File: config.mk
export PLATFORM = sky130hd
export DESIGN_NAME = serial_adc_frame
export DESIGN_NICKNAME = d
export VERILOG_FILES = /design/src/rtl/serial_adc_frame_pkg.sv /design/src/rtl/saf_edge_det.sv /design/src/rtl/saf_edge_cnt.sv /design/src/rtl/saf_shifter.sv /design/src/rtl/saf_phase_ctrl.sv /design/src/rtl/serial_adc_frame.sv
export SDC_FILE = /design/constraint.sdc
export NUM_CORES = 1
export LEC_CHECK = 0
export ABC_CLOCK_PERIOD_IN_PS = 2400
export BUFFER_PORTS_ARGS = -buffer_cell sky130_fd_sc_hd__buf_2
export CORE_MARGIN = 4
export CORE_UTILIZATION = 25
export CTS_CLUSTER_DIAMETER = 100
export CTS_CLUSTER_SIZE = 12
export DETAILED_ROUTE_END_ITERATION = 10
export GPL_ROUTABILITY_DRIVEN = 0
export GPL_TIMING_DRIVEN = 0
export RECOVER_POWER = 50
export SETUP_SLACK_MARGIN = 0.15
export SLEW_MARGIN = 20
export SYNTH_ARGS = -nofsm -noshare
export SYNTH_HDL_FRONTEND = slang
export SYNTH_HIERARCHICAL = 1
export SYNTH_SLANG_ARGS = --single-unit
File: constraint.sdc
create_clock -name clk_i -period 2.4 [get_ports clk_i]
set_input_delay 0.48 -clock clk_i [delete_from_list [all_inputs] [get_ports clk_i]]
set_output_delay 0.48 -clock clk_i [all_outputs]
set_load 0.05 [all_outputs]
File: src/rtl/serial_adc_frame_pkg.sv
`timescale 1ns/1ps
package serial_adc_frame_pkg;
  typedef enum logic [1:0] {
    PH_IDLE = 2'd0,
    PH_CONV = 2'd1,
    PH_ACQ  = 2'd2,
    PH_PDN  = 2'd3
  } phase_e;
endpackage

File: src/rtl/saf_edge_det.sv
`timescale 1ns/1ps
module saf_edge_det #(
  parameter logic RST_VAL = 1'b1
) (
  input  logic clk_i,
  input  logic rst_ni,
  input  logic d_i,
  output logic q_o,
  output logic fall_o,
  output logic rise_o
);
  always_ff @(posedge clk_i or negedge rst_ni) begin
    if (!rst_ni) q_o <= RST_VAL;
    else         q_o <= d_i;
  end

  assign fall_o = q_o & ~d_i;
  assign rise_o = ~q_o & d_i;
endmodule

File: src/rtl/saf_edge_cnt.sv
`timescale 1ns/1ps
module saf_edge_cnt #(
  parameter int MAX = 16,
  parameter int W   = $clog2(MAX + 1)
) (
  input  logic         clk_i,
  input  logic         rst_ni,
  input  logic         clr_i,
  input  logic         inc_i,
  output logic [W-1:0] cnt_o
);
  localparam logic [W-1:0] MAX_C = W'(MAX);

  always_ff @(posedge clk_i or negedge rst_ni) begin
    if (!rst_ni)                      cnt_o <= '0;
    else if (clr_i)                   cnt_o <= '0;
    else if (inc_i && cnt_o != MAX_C) cnt_o <= cnt_o + 1'b1;
  end
endmodule

File: src/rtl/saf_shifter.sv
`timescale 1ns/1ps
module saf_shifter #(
  parameter int RES_W     = 10,
  parameter int FRAME_LEN = 16,
  parameter int LEAD_Z    = 2
) (
  input  logic             clk_i,
  input  logic             rst_ni,
  input  logic             load_i,
  input  logic             shift_i,
  input  logic             cs_low_i,
  input  logic             done_i,
  input  logic [RES_W-1:0] sample_i,
  output logic             sdo_o,
  output logic             sdo_oe_o
);
  localparam int TRAIL_Z = FRAME_LEN - LEAD_Z - RES_W;

  logic [FRAME_LEN-1:0] sh_q;

  always_ff @(posedge clk_i or negedge rst_ni) begin
    if (!rst_ni)      sh_q <= '0;
    else if (load_i)  sh_q <= FRAME_LEN'(sample_i) << TRAIL_Z;
    else if (shift_i) sh_q <= sh_q << 1;
  end

  assign sdo_oe_o = cs_low_i & ~done_i;
  assign sdo_o    = sdo_oe_o & sh_q[FRAME_LEN-1];
endmodule

File: src/rtl/saf_phase_ctrl.sv
`timescale 1ns/1ps
module saf_phase_ctrl
  import serial_adc_frame_pkg::*;
#(
  parameter int RES_W  = 10,
  parameter int CNT_W  = 5,
  parameter int PD_LO  = 2,
  parameter int PD_HI  = 10,
  parameter int WAKE_N = 11
) (
  input  logic             clk_i,
  input  logic             rst_ni,
  input  logic             cs_fall_i,
  input  logic             cs_rise_i,
  input  logic             sclk_rise_i,
  input  logic             inc_i,
  input  logic [CNT_W-1:0] cnt_i,
  output phase_e           phase_o,
  output logic             valid_o
);
  localparam logic [CNT_W-1:0] DONE_C   = CNT_W'(RES_W + 1);
  localparam logic [CNT_W-1:0] PD_LO_C  = CNT_W'(PD_LO);
  localparam logic [CNT_W-1:0] PD_HI_C  = CNT_W'(PD_HI);
  localparam logic [CNT_W-1:0] WAKE_M1C = CNT_W'(WAKE_N - 1);

  logic bad_q;
  logic conv_done, in_pd_win;

  assign conv_done = sclk_rise_i & (cnt_i >= DONE_C);
  assign in_pd_win = (cnt_i >= PD_LO_C) & (cnt_i < PD_HI_C);

  always_ff @(posedge clk_i or negedge rst_ni) begin
    if (!rst_ni) begin
      phase_o <= PH_IDLE;
      valid_o <= 1'b1;
      bad_q   <= 1'b0;
    end else if (cs_fall_i) begin
      valid_o <= ~bad_q & (phase_o != PH_PDN);
      bad_q   <= 1'b0;
      if (phase_o != PH_PDN) phase_o <= PH_CONV;
    end else begin
      unique case (phase_o)
        PH_CONV: begin
          // a finishing clock edge outranks a simultaneous deselect
          if (conv_done) phase_o <= PH_ACQ;
          else if (cs_rise_i) begin
            phase_o <= in_pd_win ? PH_PDN : PH_IDLE;
            bad_q   <= 1'b1;
          end
        end
        PH_PDN: begin
          if (inc_i && cnt_i == WAKE_M1C) begin
            phase_o <= PH_ACQ;
            bad_q   <= 1'b1;
          end
        end
        default: ;
      endcase
    end
  end
endmodule

File: src/rtl/serial_adc_frame.sv
`timescale 1ns/1ps
module serial_adc_frame
  import serial_adc_frame_pkg::*;
#(
  parameter int RES_W     = 10,
  parameter int FRAME_LEN = 16,
  parameter int LEAD_Z    = 2,
  parameter int PD_LO     = 2,
  parameter int PD_HI     = 10,
  parameter int WAKE_N    = 11
) (
  input  logic             clk_i,
  input  logic             rst_ni,
  input  logic             cs_ni,
  input  logic             sclk_i,
  input  logic [RES_W-1:0] sample_i,
  output logic             sdo_o,
  output logic             sdo_oe_o,
  output logic [1:0]       phase_o,
  output logic             valid_o
);
  localparam int CNT_W = $clog2(FRAME_LEN + 1);
  localparam logic [CNT_W-1:0] FRAME_C = CNT_W'(FRAME_LEN);

  // index 0: chip select, index 1: serial clock; both idle high
  logic [1:0] pin_w, q_w, fall_w, rise_w;
  assign pin_w = {sclk_i, cs_ni};

  for (genvar g = 0; g < 2; g++) begin : g_edge
    saf_edge_det #(.RST_VAL(1'b1)) i_edge (
      .clk_i  (clk_i),
      .rst_ni (rst_ni),
      .d_i    (pin_w[g]),
      .q_o    (q_w[g]),
      .fall_o (fall_w[g]),
      .rise_o (rise_w[g])
    );
  end

  logic cs_fall, cs_rise, sclk_rise, inc;
  logic [CNT_W-1:0] cnt_q;
  phase_e phase;

  assign cs_fall   = fall_w[0];
  assign cs_rise   = rise_w[0];
  assign sclk_rise = rise_w[1];
  assign inc       = fall_w[1] & ~cs_ni & ~cs_fall;

  saf_edge_cnt #(.MAX(FRAME_LEN), .W(CNT_W)) i_cnt (
    .clk_i  (clk_i),
    .rst_ni (rst_ni),
    .clr_i  (cs_fall),
    .inc_i  (inc),
    .cnt_o  (cnt_q)
  );

  saf_shifter #(.RES_W(RES_W), .FRAME_LEN(FRAME_LEN), .LEAD_Z(LEAD_Z)) i_shift (
    .clk_i    (clk_i),
    .rst_ni   (rst_ni),
    .load_i   (cs_fall),
    .shift_i  (inc),
    .cs_low_i (~q_w[0]),
    .done_i   (cnt_q >= FRAME_C),
    .sample_i (sample_i),
    .sdo_o    (sdo_o),
    .sdo_oe_o (sdo_oe_o)
  );

  saf_phase_ctrl #(
    .RES_W(RES_W), .CNT_W(CNT_W), .PD_LO(PD_LO), .PD_HI(PD_HI), .WAKE_N(WAKE_N)
  ) i_ctrl (
    .clk_i       (clk_i),
    .rst_ni      (rst_ni),
    .cs_fall_i   (cs_fall),
    .cs_rise_i   (cs_rise),
    .sclk_rise_i (sclk_rise),
    .inc_i       (inc),
    .cnt_i       (cnt_q),
    .phase_o     (phase),
    .valid_o     (valid_o)
  );

  assign phase_o = phase;
endmodule

---- Word level (Yosys, flattened, before mapping) ----
Cells that the tools add are included.
word-level totals
  bits in registers ....................... 27
  output and inout bits ................... 5
cells by class
  add/sub/neg operators ................... 1
  $lt $le $gt $ge ......................... 4
  equality and inequality tests ........... 10
  multiplexer cells ....................... 16
  bitwise gates (word level) .............. 18
  reductions and logical operators ........ 7
operator list
  kind                   count
  $mux W16               2
  $mux W2                6
  $and A1 B1 Y1          11
  $mux W5                2
  $reduce_and A4 Y1      2
  $not A1 Y1             7
  $ne A3 B3 Y1 const B   2
  $add A5 B1 Y5 const B  1
  $eq A5 B4 Y1 const B   1
  $ge A5 B2 Y1 const B   1
  $ge A5 B4 Y1 const B   1
  $ge A5 B5 Y1 const B   1
  $lt A5 B4 Y1 const B   1
  $ne A5 B5 Y1 const B   1
  $mux W1                4
  $ne A4 B3 Y1 const B   1
  $pmux W2 S2            1
  $reduce_bool A2 Y1     2
  $ne A3 B2 Y1 const B   1
  $reduce_bool A3 Y1     1
  $eq A2 B1 Y1 const B   1
  $eq A2 B2 Y1 const B   1
  $logic_and A1 B1 Y1    2
  $ne A2 B1 Y1 const B   1
  other kinds (2)        2

---- Longest topological paths before layout ----
  depth after elaboration ................. 8
  depth in mapped cells ................... 5
  depth with buffers taken out ............ 5

---- Modules after synthesis ----
The synthesis kept the hierarchy.
by module, submodules not included
  module            instances  cells each  area an instance (µm²)  sequential area each (µm²)
  saf_shifter       1          51          549.3                   300.3
  saf_phase_ctrl    1          31          285.3                   101.3
  saf_edge_cnt      1          27          276.5                   125.1
  saf_edge_det      2          3           41.3                    26.3
  serial_adc_frame  1          3           20.0                    0.0

---- Least setup slack after synthesis ----
No wires, ideal clock.
  path type ............................... register -> output
  start point ............................. register i_cnt.cnt_o[4]
  end point ............................... output sdo_o
  arrival time ............................ 1.791 ns
  setup slack ............................. 0.129 ns
  stages on the path, launching flop included .. 4
  buffers on the path ..................... 1
  path through ............................ dfrtp_1 > clkbuf_1 > nor2b_1 > and2_1
between the ends
  longest elaborated chain between the ends .. 4
ends and longest elaborated chain
  element                 line                    source
  start, declared         saf_edge_cnt.sv:10      output logic [W-1:0] cnt_o
  start signal, assigned  saf_edge_cnt.sv:17      else if (inc_i && cnt_o != MAX_C) cnt_o <= cnt_o + 1'b1;
  $ge A5 B5 Y1            serial_adc_frame.sv:63  .done_i (cnt_q >= FRAME_C),
  $not A1 Y1              saf_shifter.sv:27       assign sdo_oe_o = cs_low_i & ~done_i;
  $and A1 B1 Y1           saf_shifter.sv:27
  named net sdo_oe_o      serial_adc_frame.sv:18  output logic sdo_oe_o,
  $and A1 B1 Y1           saf_shifter.sv:28       assign sdo_o = sdo_oe_o & sh_q[FRAME_LEN-1];
  end, declared           serial_adc_frame.sv:17  output logic sdo_o,
The timed path passes the listed nets, and every way through them passes these cells.

---- Worst setup path after layout ----
  start point ............................. register g_edge[1].i_edge.q_o
  end point ............................... register i_cnt.cnt_o[2]
between the ends
  longest elaborated chain between the ends .. 5
ends and longest elaborated chain
  element                       line                    source
  start, declared               saf_edge_det.sv:8       output logic q_o,
  start signal, assigned        saf_edge_det.sv:14      else q_o <= d_i;
  $and A1 B1 Y1                 saf_edge_det.sv:17      assign fall_o = q_o & ~d_i;
  named net fall_w[1]           serial_adc_frame.sv:26  logic [1:0] pin_w, q_w, fall_w, rise_w;
  $and A1 B1 Y1 (2 in a row)    serial_adc_frame.sv:47  assign inc = fall_w[1] & ~cs_ni & ~cs_fall;
  named net inc                 serial_adc_frame.sv:40  logic cs_fall, cs_rise, sclk_rise, inc;
  $logic_and A1 B1 Y1           saf_edge_cnt.sv:17
  $reduce_bool A2 Y1 (no line)  n/a
The timed path passes the listed nets, and every way through them passes these cells.
A chain may end at the register's enable or synchronous reset.

==> PnR_summary.wiki <==
{| class="wikitable"
! Metric !! Value
|-
| Outcome || finished, final reports clean
|-
| Count of buffers added by post-CTS timing repair for setup || 0
|-
| Die height || 77.7 um
|-
| Largest voltage drop on the vdd net || 217 uV
|-
| Largest net degree at the start of global routing || 24
|-
| Synth Net Count || 134
|-
| Leakage power of the design || 0.000620 uW
|-
| Number of antenna violations at the first check in global routing || 0
|-
| Count of nets left with antenna violations after detail routing || 0
|-
| Post-DR vias/cell || roughly 4.3
|-
| Maximum frequency from static timing analysis || 523 MHz
|-
| Power per cell area || around 630 nW/um^2
|-
| Half-perimeter wire length after placement || 1620 um
|-
| Starting DRT DRC Count || 12
|-
| Depth of the worst register-to-register path || 5
|-
| Pin slew with the least headroom to its limit || 1220 ps
|-
| Std cell rows || 25
|-
| Global-route wire length before repair || 3810 um
|-
| Critical path's slowest cell || sky130_fd_sc_hd__nor3b_2
|-
| Largest fanout of any net on the critical path || 8
|-
| Capture point of the worst path || i_cnt/cnt_o[2]$_DFFE_PN0P_
|-
| Number of failing setup endpoints in the final timing report || 0
|-
| Type of origin of the critical path || flip-flop
|-
| Unrepaired setup endpoints after global routing || no
|-
| Number of buffers added by the clock tree synthesis step || 3
|-
| Final clock period utilization by the worst path || 79.6%
|-
| Worst hold path stage count || 1
|-
| Clock skew after layout || 1.78 ps
|-
| Die Width || 77.7 um
|-
| Number of global-route vias before repair || 811
|-
| Critical path's largest stage delay || 550 ps
|-
| Destination of the worst register-to-register timing path || i_cnt/cnt_o[2]$_DFFE_PN0P_
|-
| CTS-repair resized insts || 0
|-
| Post-place setup slack || 209 ps
|-
| Time the worst path needs with I/O delays and setup || 1910 ps
|-
| Routed wire length per instance || 11.1 um
|-
| Number of diodes || 0
|-
| Port-buffer cells || 18
|-
| Layout cells sized above 1 || 23.6%
|-
| Ordered cell list for the critical path || nor2b_1, nor3b_2, nand2_1, or3b_1, a21oi_1
|-
| Num ports || 19
|-
| Startpoint of the worst-slack reg-to-reg timing path || g_edge[1].i_edge/q_o$_DFF_PN1_
|-
| Met3 Routed Length || 130 um
|-
| Sequential fraction of the synthesis area || between 40% and 50%
|-
| Met1 Routed Length || 1140 um
|-
| Post-Synthesis Cell Area || 1210 um^2
|-
| Prevailing post-synth register cell || sky130_fd_sc_hd__dfrtp_1
|-
| Clk_lat worst skew || approximately 270 ps
|-
| Hold violation total from the final report || 0
|-
| Final critical-path setup slack || just under 500 ps
|-
| Required time at the endpoint of the critical path || 2600 ps
|-
| Buffer cell driving the clock tree root || sky130_fd_sc_hd__clkbuf_8
|-
| Clock Tree Buf Depth || 2
|-
| Fraction of registers with async set/reset || 100%
|-
| Layout overhead on the synthesized area || 18.9%
|-
| Worst hold slack || 308 ps
|-
| Kind of critical path || reg -> reg
|-
| Max_cap viols || 0
|-
| Global-route usage over all layers || between 7 and 8%
|-
| Number of standard cells after synthesis || 118
|-
| Placed cell areas || between 1000 and 1500 um^2
|-
| Post-layout nets || 157
|-
| Clock Sinks || 23
|-
| Critical path launch point || g_edge[1].i_edge/q_o$_DFF_PN1_
|-
| Core area || 4720 um^2
|-
| Met2 WL || roughly 1000 um
|-
| Clock-pin slew reported for the worst setup and hold paths after clock tree synthesis || about 80 ps
|-
| Initial core utilization || approximately 26%
|-
| Final max-slew violation count || 0
|-
| Number of flip-flops and latches in the synthesized netlist || 23
|-
| Worst slew margin relative to its limit || 18.8%
|-
| Area of the die || 6030 um^2
|-
| Critical path arrival || 2110 ps
|-
| Number of enable-type register cells in the synthesized netlist || 0
|-
| Routed WL || 2300 um
|-
| Type of the tightest min-delay check || in -> reg
|-
| Yosys cell types || 34
|-
| Leftover overflow at the end of global routing || 0
|-
| TritonCTS clock tree || done
|-
| Count of unresolved DRC violations after routing || 0
|-
| Sort of element at the end of the critical path || flip-flop
|-
| Worst-case register-to-register setup slack || 490 ps
|-
| Number of warning messages in the yosys log || 6
|-
| Length of the first detailed-routing pass in iterations || 2
|-
| Avg Cell Area, Syn || 10.3 um^2
|-
| Total number of vias || about 890
|-
| CTS HTree Levels || 1
|-
| Uppermost signal routing layer after detailed routing || met4
|-
| Hold_buf cts || 0
|-
| Finished layout cell area || 1440 um^2
|}
[metrics by stage]
| stage | cells | setup TNS [ps] | util [%] | power (uW) |
|---|---|---|---|---|
| 2_1_floorplan | 118 | 0 | - | 615 |
| 3_3_place_gp | 203 | -1120 | 29.4 | 669 |
| 3_5_place_dp | 203 | 0 | 29.5 | 672 |
| 4_1_cts | 207 | 0 | 30.5 | 923 |
| 5_1_grt | 207 | 0 | 30.5 | 958 |
| 6_report | 207 | 0 | 30.5 | 910 |
[worst min path at each step]
stage,start,to,slack (ps)
after floorplan,rst_ni,i_cnt/cnt_o[0]$_DFFE_PN0P_,180
after global placement,rst_ni,i_ctrl/phase_o[1]$_DFFE_PN0P_,490
after detailed placement,rst_ni,i_ctrl/phase_o[1]$_DFFE_PN0P_,480
after CTS,rst_ni,i_ctrl/phase_o[1]$_DFFE_PN0P_,190
after global routing,sclk_i,g_edge[1].i_edge/q_o$_DFF_PN1_,310
final,sclk_i,g_edge[1].i_edge/q_o$_DFF_PN1_,310
[state kept, by name, summed over array words and instances (netlist names)]
name	cells
i_ctrl/valid_o	1
i_ctrl/phase_o	2
i_shift/sh_q	12
i_cnt/cnt_o	5
i_ctrl/bad_q	1
g_edge.i_edge/q_o	2
[final cells by class]
class	count	area (um^2)
clock inverter	1	7.51
sequential	23	579
multi-input combinational	85	597
fill	495	3280
timing repair buffer	18	86.3
inverter	6	22.5
tap	67	83.8
clock buffer	3	41.3
buffer	4	25.0
[routing by layer]
layer | GRT usage (%) | vias up
met1 | 9.88 | 399
met5 | 0 | -
met2 | 12.2 | 16
met3 | 3.25 | 5
li1 | - | 467
met4 | 2.67 | 0
[cell usage in the layout (no fill, tap or decap), types with 2 or more instances in the layout]
master / netlist / final
sky130_fd_sc_hd__a41oi_1: 2 / 2
sky130_fd_sc_hd__nor2_1: 8 / 8
sky130_fd_sc_hd__o21ai_1: 6 / 6
sky130_fd_sc_hd__dfstp_2: 3 / 3
sky130_fd_sc_hd__inv_1: 6 / 6
sky130_fd_sc_hd__and4b_1: 2 / 2
sky130_fd_sc_hd__buf_2: 2 / 17
sky130_fd_sc_hd__nand2b_1: 5 / 5
sky130_fd_sc_hd__o21ai_0: 5 / 5
sky130_fd_sc_hd__mux2i_1: 12 / 12
sky130_fd_sc_hd__dfrtp_1: 20 / 20
sky130_fd_sc_hd__o41ai_1: 2 / 2
sky130_fd_sc_hd__xor2_1: 2 / 2
sky130_fd_sc_hd__nor2b_1: 5 / 3
sky130_fd_sc_hd__nand4_1: 2 / 2
sky130_fd_sc_hd__and2b_2: 2 / 2
sky130_fd_sc_hd__clkbuf_1: 1 / 4
sky130_fd_sc_hd__nand2_1: 12 / 12
sky130_fd_sc_hd__clkbuf_8: 0 / 3
sky130_fd_sc_hd__a21oi_1: 4 / 4
sky130_fd_sc_hd__o21a_1: 2 / 2
sky130_fd_sc_hd__ha_1: 2 / 2
[cells in the mapped netlist, types with 2 or more instances]
master                     number  share of area, %
sky130_fd_sc_hd__mux2i_1       12               9.9
sky130_fd_sc_hd__dfrtp_1       20                41
sky130_fd_sc_hd__inv_1          6               1.9
sky130_fd_sc_hd__nand2_1       12               3.7
sky130_fd_sc_hd__o21a_1         2               1.2
sky130_fd_sc_hd__buf_2          2              0.82
sky130_fd_sc_hd__and4b_1        2               1.6
sky130_fd_sc_hd__nand4_1        2               1.0
sky130_fd_sc_hd__o41ai_1        2               1.4
sky130_fd_sc_hd__a41oi_1        2               1.4
sky130_fd_sc_hd__o21ai_0        5               2.1
sky130_fd_sc_hd__nand2b_1       5               2.6
sky130_fd_sc_hd__nor2_1         8               2.5
sky130_fd_sc_hd__and2b_2        2               1.4
sky130_fd_sc_hd__o21ai_1        6               2.5
sky130_fd_sc_hd__dfstp_2        3               6.5
sky130_fd_sc_hd__a21oi_1        4               1.6
sky130_fd_sc_hd__xor2_1         2               1.4
sky130_fd_sc_hd__nor2b_1        5               2.6
sky130_fd_sc_hd__ha_1           2               2.1
[logic make-up after synthesis]
logic type	after synthesis	synth area share [%]
buffers and inverters	10	3.92
AO/OA/AOI/OAI	25	13.4
multiplexers	14	12.1
AND/OR/NAND/NOR	42	19.4
XOR/XNOR	2	1.44
flip-flops	23	47.7
adder cells (fa/ha/maj)	2	2.06
[worst max-delay path, delay by kind of cell (launching register included)]
| family | cells | cell delay, ps |
|---|---|---|
| flops | 1 | 530 |
| simple gates | 4 | 1170 |
| compound gates | 1 | 140 |
[report_power, final]
part | internal (uW) | switching, uW
logic | 74.1 | 113
clock network | 118 | 131
registers | 440 | 34.4
Note: power is estimated with default switching activity, not from simulation.
